===== src/rtl/hyp_trap_pkg.sv =====
package hyp_trap_pkg;

    localparam int EC_W = 6;

    typedef enum logic [3:0] {
        CLS_WFI    = 4'd0,
        CLS_WFE    = 4'd1,
        CLS_SMC    = 4'd2,
        CLS_HVC    = 4'd3,
        CLS_TLB    = 4'd4,
        CLS_CM_POU = 4'd5,
        CLS_CM_POC = 4'd6,
        CLS_CM_SW  = 4'd7,
        CLS_AUXCTL = 4'd8,
        CLS_VMCTL  = 4'd9,
        CLS_ID0    = 4'd10,
        CLS_ID1    = 4'd11,
        CLS_ID2    = 4'd12,
        CLS_ID3_CP = 4'd13,
        CLS_ID3_FP = 4'd14,
        CLS_NONE   = 4'd15
    } insn_cls_e;

    // Positions of controls inside the configuration word
    localparam int POS_WFI_TRAP = 13;
    localparam int POS_WFE_TRAP = 14;
    localparam int POS_ID0      = 15;
    localparam int POS_ID1      = 16;
    localparam int POS_ID2      = 17;
    localparam int POS_ID3      = 18;
    localparam int POS_SMC_TRAP = 19;
    localparam int POS_AUX      = 21;
    localparam int POS_SETWAY   = 22;
    localparam int POS_POC      = 23;
    localparam int POS_POU      = 24;
    localparam int POS_TLB      = 25;
    localparam int POS_VM_WR    = 26;
    localparam int POS_HVC_OFF  = 29;
    localparam int POS_VM_RD    = 30;

    // Syndrome classes
    localparam logic [EC_W-1:0] EC_WFX   = 6'h01;
    localparam logic [EC_W-1:0] EC_CPREG = 6'h03;
    localparam logic [EC_W-1:0] EC_FPID  = 6'h08;
    localparam logic [EC_W-1:0] EC_SMC   = 6'h13;

    typedef struct packed {
        logic            valid;
        logic            exec;
        logic            undef;
        logic            trap;
        logic [EC_W-1:0] ec;
    } verdict_t;

endpackage


===== src/rtl/hyp_trap_wfx.sv =====
module hyp_trap_wfx #(
    parameter int NK = 2
) (
    input  logic [NK-1:0] kind_sel,
    input  logic [NK-1:0] trap_en,
    input  logic [NK-1:0] guest_trap,
    input  logic          cond_pass,
    input  logic          lowpower_entry,
    output logic          wfx_trap
);
    logic [NK-1:0] hit;

    // One qualifier per wait kind
    for (genvar k = 0; k < NK; k++) begin : g_kind
        assign hit[k] = kind_sel[k] & trap_en[k] & ~guest_trap[k]
                      & cond_pass & lowpower_entry;
    end

    assign wfx_trap = |hit;
endmodule


===== src/rtl/hyp_trap_sysreg.sv =====
module hyp_trap_sysreg
    import hyp_trap_pkg::*;
#(
    parameter int CFG_W = 32
) (
    input  logic [3:0]       cls,
    input  logic             is_write,
    input  logic             el3_present,
    input  logic [CFG_W-1:0] cfg,
    output logic             grp_trap,
    output logic [EC_W-1:0]  grp_ec
);
    always_comb begin
        grp_trap = 1'b0;
        grp_ec   = EC_CPREG;
        unique case (insn_cls_e'(cls))
            CLS_SMC: begin
                grp_trap = cfg[POS_SMC_TRAP] & el3_present;
                grp_ec   = EC_SMC;
            end
            CLS_TLB:    grp_trap = cfg[POS_TLB];
            CLS_CM_POU: grp_trap = cfg[POS_POU];
            CLS_CM_POC: grp_trap = cfg[POS_POC];
            CLS_CM_SW:  grp_trap = cfg[POS_SETWAY];
            CLS_AUXCTL: grp_trap = cfg[POS_AUX];
            CLS_VMCTL:  grp_trap = is_write ? cfg[POS_VM_WR] : cfg[POS_VM_RD];
            CLS_ID0:    grp_trap = ~is_write & cfg[POS_ID0];
            CLS_ID1:    grp_trap = ~is_write & cfg[POS_ID1];
            CLS_ID2:    grp_trap = cfg[POS_ID2];
            CLS_ID3_CP: grp_trap = ~is_write & cfg[POS_ID3];
            CLS_ID3_FP: begin
                grp_trap = ~is_write & cfg[POS_ID3];
                grp_ec   = EC_FPID;
            end
            default: begin
                grp_trap = 1'b0;
                grp_ec   = EC_CPREG;
            end
        endcase
    end
endmodule


===== src/rtl/hyp_trap_el0.sv =====
module hyp_trap_el0
    import hyp_trap_pkg::*;
(
    input  logic [3:0] cls,
    output logic       el0_undef
);
    // Only wait instructions and group-2 cache ID accesses are legal at EL0
    always_comb begin
        unique case (insn_cls_e'(cls))
            CLS_WFI, CLS_WFE, CLS_ID2: el0_undef = 1'b0;
            default:                   el0_undef = 1'b1;
        endcase
    end
endmodule


===== src/rtl/hyp_trap_unit.sv =====
module hyp_trap_unit
    import hyp_trap_pkg::*;
#(
    parameter int CFG_W = 32,
    parameter int EL_W  = 2
) (
    input  logic             clk,
    input  logic             rst_n,
    input  logic             req_valid,
    input  logic [3:0]       insn_class,
    input  logic             is_write,
    input  logic             cond_pass,
    input  logic             lowpower_entry,
    input  logic             guest_wfi_trap,
    input  logic             guest_wfe_trap,
    input  logic [EL_W-1:0]  cur_el,
    input  logic             el2_enabled,
    input  logic             el3_present,
    input  logic [CFG_W-1:0] hyp_cfg,
    output logic             out_valid,
    output logic             out_exec,
    output logic             out_undef,
    output logic             out_trap,
    output logic [EC_W-1:0]  out_ec
);
    localparam int NWFX = 2;

    verdict_t verdict_d, verdict_q;

    logic            at_el0, at_el1, at_el2, guest_lvl;
    logic            el0_undef, grp_trap, wfx_trap, hvc_off;
    logic [EC_W-1:0] grp_ec;
    logic [NWFX-1:0] wfx_sel, wfx_en, wfx_guest;

    assign at_el0    = (cur_el == EL_W'(0));
    assign at_el1    = (cur_el == EL_W'(1));
    assign at_el2    = (cur_el == EL_W'(2));
    assign guest_lvl = at_el0 | at_el1;

    assign wfx_sel   = {insn_class == CLS_WFE, insn_class == CLS_WFI};
    assign wfx_en    = {hyp_cfg[POS_WFE_TRAP], hyp_cfg[POS_WFI_TRAP]};
    assign wfx_guest = {guest_wfe_trap, guest_wfi_trap};
    assign hvc_off   = hyp_cfg[POS_HVC_OFF] & ~el3_present;

    hyp_trap_wfx #(.NK(NWFX)) u_wfx (
        .kind_sel       (wfx_sel),
        .trap_en        (wfx_en),
        .guest_trap     (wfx_guest),
        .cond_pass      (cond_pass),
        .lowpower_entry (lowpower_entry),
        .wfx_trap       (wfx_trap)
    );

    hyp_trap_sysreg #(.CFG_W(CFG_W)) u_sysreg (
        .cls         (insn_class),
        .is_write    (is_write),
        .el3_present (el3_present),
        .cfg         (hyp_cfg),
        .grp_trap    (grp_trap),
        .grp_ec      (grp_ec)
    );

    hyp_trap_el0 u_el0 (
        .cls       (insn_class),
        .el0_undef (el0_undef)
    );

    // Priority: EL0 undefined, HVC disable, SMC without monitor, EL2 trap, execute
    always_comb begin
        verdict_d = '0;
        if (req_valid) begin
            verdict_d.valid = 1'b1;
            if (at_el0 && el0_undef) begin
                verdict_d.undef = 1'b1;
            end else if (insn_class == CLS_HVC) begin
                if (hvc_off && (at_el2 || (at_el1 && el2_enabled)))
                    verdict_d.undef = 1'b1;
                else
                    verdict_d.exec = 1'b1;
            end else if (insn_class == CLS_SMC && at_el1 && !el3_present) begin
                verdict_d.undef = 1'b1;
            end else if (guest_lvl && el2_enabled && (wfx_trap || grp_trap)) begin
                verdict_d.trap = 1'b1;
                verdict_d.ec   = wfx_trap ? EC_WFX : grp_ec;
            end else begin
                verdict_d.exec = 1'b1;
            end
        end
    end

    always_ff @(posedge clk or negedge rst_n) begin
        if (!rst_n) verdict_q <= '0;
        else        verdict_q <= verdict_d;
    end

    assign out_valid = verdict_q.valid;
    assign out_exec  = verdict_q.exec;
    assign out_undef = verdict_q.undef;
    assign out_trap  = verdict_q.trap;
    assign out_ec    = verdict_q.ec;
endmodule


===== config.mk =====
export PLATFORM = sky130hd
export DESIGN_NAME = hyp_trap_unit
export DESIGN_NICKNAME = d
export VERILOG_FILES = /design/src/rtl/hyp_trap_pkg.sv /design/src/rtl/hyp_trap_wfx.sv /design/src/rtl/hyp_trap_sysreg.sv /design/src/rtl/hyp_trap_el0.sv /design/src/rtl/hyp_trap_unit.sv
export SDC_FILE = /design/constraint.sdc
export NUM_CORES = 1
export LEC_CHECK = 0
export BUFFER_PORTS_ARGS = -buffer_cell sky130_fd_sc_hd__buf_2
export CORE_MARGIN = 10
export CORE_UTILIZATION = 37
export DETAILED_ROUTE_END_ITERATION = 7
export GPL_ROUTABILITY_DRIVEN = 0
export PLACE_DENSITY = 0.78
export SYNTH_ARGS = -nofsm -noshare
export SYNTH_HDL_FRONTEND = slang
export SYNTH_SLANG_ARGS = --single-unit

===== constraint.sdc =====
create_clock -name clk -period 0.8 [get_ports clk]
set_input_delay 0.2 -clock clk [delete_from_list [all_inputs] [get_ports clk]]
set_output_delay 0.2 -clock clk [all_outputs]
set_load 0.005 [all_outputs]

# Word-level counts from Yosys, hierarchy flattened
# Index checks and enable logic that the tools add are counted.
[totals] regBits=10 latchBits=0 ram_bits=0 romBits=0 input_bits=48 output_inout_bits=10 elab_cells=72 mem_count=0
[op_classes] n_addsub=0 n_mul=0 n_div=0 n_lt_le_gt_ge=0 eq_ne=16 n_shift=0 n_mux=18 n_bitwise=18 n_reduce_logical=15
[ops] op="4-bit == test, second input constant" n=7
[ops] op="7-bit two-way mux" n=4
[ops] op="4-bit by 3-bit == test with 1-bit output, second input constant" n=4
[ops] op="1-bit AND" n=13
[ops] op="1-bit case mux with 11 select lines" n=1
[ops] op="10-bit two-way mux" n=1
[ops] op="5-bit case mux with 2 select lines" n=1
[ops] op="1-bit two-way mux" n=9
[ops] op="4-bit by 2-bit == test with 1-bit output, second input constant" n=2
[ops] op="1-bit logical AND" n=7
[ops] op="6-bit two-way mux" n=1
[ops] op="4-bit by 1-bit == test with 1-bit output, second input constant" n=1
[ops] op="4-bit logical NOT" n=1
[ops] op="1-bit NOT" n=4
[ops] op="2-bit OR reduction" n=2
[ops] op="3-bit OR reduction" n=1
[ops] op="2-bit by 1-bit == test with 1-bit output, second input constant" n=1
[ops] op="2-bit == test, second input constant" n=1
[ops] op="2-bit logical NOT" n=1
[ops] op="1-bit logical OR" n=2
[ops] op="2-bit two-way mux" n=1
[ops] op="1-bit logical NOT" n=1
[ops] op="1-bit OR" n=1

# Longest topological paths before layout
[depth] depth_word=13 mapped_depth=6

# Cells and area by module
# From an unflattened synthesis, not the netlist that was laid out.
[hier_totals] cells_unflattened=70 hier_area_um2=643.1
[modules_own_cells] mod="hyp_trap_unit" instances=1 cells_per_inst=39 area_per_inst_um2=425.4 seq_area_each_um2=250.2
[modules_own_cells] mod="hyp_trap_sysreg" instances=1 cells_per_inst=24 area_per_inst_um2=178.9 seq_area_each_um2=0.0
[modules_own_cells] mod="hyp_trap_wfx" instances=1 cells_per_inst=4 area_per_inst_um2=23.8 seq_area_each_um2=0.0
[modules_own_cells] mod="hyp_trap_el0" instances=1 cells_per_inst=3 area_per_inst_um2=15.0 seq_area_each_um2=0.0

# Least setup slack after synthesis
# No wires, ideal clock.
[synth_path] path_type="input port to flip-flop" startpoint="input port insn_class[2]" endpoint="register verdict_q (netlist bit out_exec)" setup_time_ns=0.120 arrival_ns=1.508 setup_slack_ns=-0.829 stages=5 n_path_buf=0 path_cell_list="or4b_4 -> or4b_4 -> o31ai_4 -> a41oi_4 -> o211a_1"
[synth_rtl] item="start: declaration" line="hyp_trap_unit.sv:10" rtl="input logic [3:0] insn_class,"
[synth_rtl] item="end signal: assignment" line="hyp_trap_unit.sv:93" rtl="else verdict_q <= verdict_d;"
[synth_rtl] item="end: declaration" line="hyp_trap_unit.sv:28" rtl="verdict_t verdict_d, verdict_q;"

==> Implementation_results.wiki <==
{| class="wikitable"
! Metric !! Value
|-
| Final hold slack || 0.119 ns
|-
| Run status || finished, violations left
|-
| Sequential cell area fraction in the yosys report || 29.9%
|-
| Endpoint kind of the worst setup timing path || flop
|-
| H-tree Lvls || 1
|-
| Worst Setup Slack post-DPL || -0.999 ns
|-
| Worst vdd ir || 0.000496 V
|-
| RSZ-0062 raised after global routing || true
|-
| Final antenna-violating net count || 0
|-
| Average instance area after synthesis || 10.2 um^2
|-
| Yosys Warn Count || 0
|-
| Routed length per instance || 13.1 um
|-
| Fraction of final layout cells sized beyond drive strength 1 || 58.8%
|-
| Post-synth cell types || 36
|-
| Net count reported at finish || 169
|-
| Total die area || 0.00392 mm^2
|-
| Synthesized instance count || 66
|-
| CTS tree || yes
|-
| Die Y || 62.6 um
|-
| Number of global-route vias before repair || 816
|-
| Worst Setup Start Kind || primary input
|-
| Number of inserted filler cells in the final layout || 178
|-
| Design Power || 1.08 mW
|-
| Clock-pin transition on the worst setup and hold timing paths || 0.05 ns
|-
| Critical Setup Path Class || in -> reg
|-
| Routed via count divided by cell count || 4.90
|-
| Max-capacitance violation count || 0
|-
| Number of iterations in the first detailed-routing pass || 2
|-
| HPWL Detailed || 1650 um
|-
| Worst setup slack after layout || -0.721 ns
|-
| Number of enable-type register cells in the synthesized netlist || 0
|-
| Post-CTS Setup Repair Bufs || 0
|-
| Area of the mapped netlist || 671 um^2
|-
| Synth-to-Final Area Change || 57.1%
|-
| Max Fanout on Critical Path || 6
|-
| Row count || 15
|-
| Summed negative setup slack over all endpoints || -5.60 ns
|-
| Arrival time worst endpoint || 1.66 ns
|-
| Detailed router's first-iteration violation count || 12
|-
| Number of buffers inserted during clock tree synthesis || 3
|-
| Die X-Extent || 62.6 um
|-
| Starting density of the core || 38.8%
|-
| Number of buffers on the longest clock path || 2
|-
| Io pins || 58
|-
| Hold Crit Class || in -> reg
|-
| Final WL || 1880 um
|-
| Total congestion overflow after global routing || 0
|-
| Post-route minimum period || 1.52 ns
|-
| Most numerous cell types in the synthesized netlist || 8 x sky130_fd_sc_hd__dfrtp_1, 7 x sky130_fd_sc_hd__nand2_1, 5 x sky130_fd_sc_hd__buf_4
|-
| Number of register bits inferred by synthesis || 8
|-
| DRC violations left || 0
|-
| Root cell of the clock tree || sky130_fd_sc_hd__clkbuf_4
|-
| Number of failing hold endpoints at the final stage || 0
|-
| Most frequent cell after synthesis || sky130_fd_sc_hd__dfrtp_1
|-
| Library cell occupying the most area in the post-synthesis netlist || sky130_fd_sc_hd__dfrtp_1
|-
| Required time worst endpoint || 0.94 ns
|-
| Number of antenna violations at the first check in global routing || 0
|-
| Failing checks || setup timing
|-
| Core Region || 0.00173 mm^2
|-
| Max-slew violation count || 0
|-
| Pin count of the biggest net entering global routing || 9
|-
| Upper clock frequency limit || 658 MHz
|-
| Setup violations, final || 15
|-
| Most common flop cell mapped by yosys || sky130_fd_sc_hd__dfrtp_1
|-
| Sinks on Clock Net || 8
|-
| Post-synthesis async set-or-reset flop share || 100%
|-
| Power density of the placed cells || 1020 mW/mm^2
|-
| Global-route wire length before repair || 3370 um
|-
| Total global-route track usage || 10.2%
|-
| Post-route fraction of the period consumed by the critical path || 190%
|-
| Total of buffers placed on input and output ports || 38
|-
| Post-synth top area share || 29.9%
|-
| Vias post-DR || 705
|-
| Leading post-synthesis cells by cell area || sky130_fd_sc_hd__dfrtp_1 30%, sky130_fd_sc_hd__buf_4 5.6%, sky130_fd_sc_hd__mux2i_1 4.5%, sky130_fd_sc_hd__a41oi_4 4.1%, sky130_fd_sc_hd__or4b_4 4.1%
|-
| Diode insertion count for antenna repair || 0
|-
| Total leakage power || 0.517 nW
|}
layout make-up:
type | instances | area (um^2) | area share (%)
clock buffer | 3 | 22.5 | 2.14
multi-input combinational | 49 | 445 | 42.3
inverter | 4 | 15.0 | 1.43
tap | 25 | 31.3 | 2.97
sequential | 8 | 200 | 19.0
timing repair buffer | 55 | 339 | 32.2
critical path, stage by stage:
cell and delay [ns]:
sky130_fd_sc_hd__buf_6 0.09, sky130_fd_sc_hd__or4b_4 0.54, sky130_fd_sc_hd__or4b_4 0.51, sky130_fd_sc_hd__o31ai_4 0.12
sky130_fd_sc_hd__a41oi_4 0.06, sky130_fd_sc_hd__o211a_1 0.14
path summary, 6_finish.rpt:
check	from	to	slack, ns	cells after the start
min in group asynchronous	rst_n	out_ec[1]	0.32	2
max in group asynchronous	rst_n	out_ec[0]	0.32	2
worst max-delay path	insn_class[2]	out_exec	-0.72	6
worst min-delay path	req_valid	out_valid	0.12	1
sequential cells by signal (all words and copies together), names as in the netlist:
| signal | flops |
|---|---|
| out_exec | 1 |
| out_ec | 4 |
| out_undef | 1 |
| out_trap | 1 |
| out_valid | 1 |
cells in the final DEF, fill, tap and decap left out, drive strengths merged, types with 2 or more instances in the layout:
| cell | count |
|---|---|
| a21oi | 2 |
| buf | 54 |
| clkbuf | 3 |
| conb | 2 |
| dfrtp | 8 |
| inv | 4 |
| mux2i | 3 |
| nand2 | 7 |
| nand3b | 2 |
| nand4 | 2 |
| nand4b | 2 |
| nor2 | 2 |
| nor3 | 3 |
| nor4 | 2 |
| or3b | 2 |
| or4b | 2 |
| xor2 | 2 |
cell families (layout without fill, tap and decap cells):
| kind of cell | after synthesis | in the layout | share of synthesized area, % |
|---|---|---|---|
| other cells | 1 | 2 | 0.559 |
| compound gates | 10 | 10 | 18.5 |
| buf+inv | 10 | 62 | 8.58 |
| flops | 8 | 8 | 29.9 |
| xor+xnor | 2 | 2 | 2.61 |
| mux | 4 | 4 | 6.16 |
| simple gates | 31 | 31 | 33.8 |
per-stage QoR:
step / instances / cell area, um^2 / util [%]
after floorplan: 67 / 674 / -
after global placement: 140 / 973 / 56.4
after detailed placement: 140 / 973 / 56.4
after CTS: 144 / 1050 / 60.8
after global routing: 144 / 1050 / 61.0
final: 144 / 1050 / 61.0
per-layer routing:
| layer | GRT usage [%] | part of all wire, % | vias up | routed length, um |
|---|---|---|---|---|
| met4 | 4.75 | 1.2 | 0 | 23 |
| met5 | 0 | 0 | - | 0 |
| li1 | - | - | 355 | - |
| met2 | 18.6 | 51 | 32 | 967 |
| met1 | 10.3 | 41 | 314 | 772 |
| met3 | 3.05 | 6.4 | 4 | 120 |
where the power goes:
group          leakage (nW)  switching (mW)  total (mW)  internal, mW
Sequential            0.107         0.00233       0.420         0.417
Clock                0.0138           0.126       0.297         0.171
Combinational         0.396           0.164       0.363         0.199
repair_timing:
action                                 CTS  global route
cloned                                   0             0
endpoints found under the hold margin    8             0
hold buffers                             1             0
setup endpoints to repair               15            15
gates resized for setup                  8             1
pin swaps                                7             1
(Power assumes the default switching activity.)
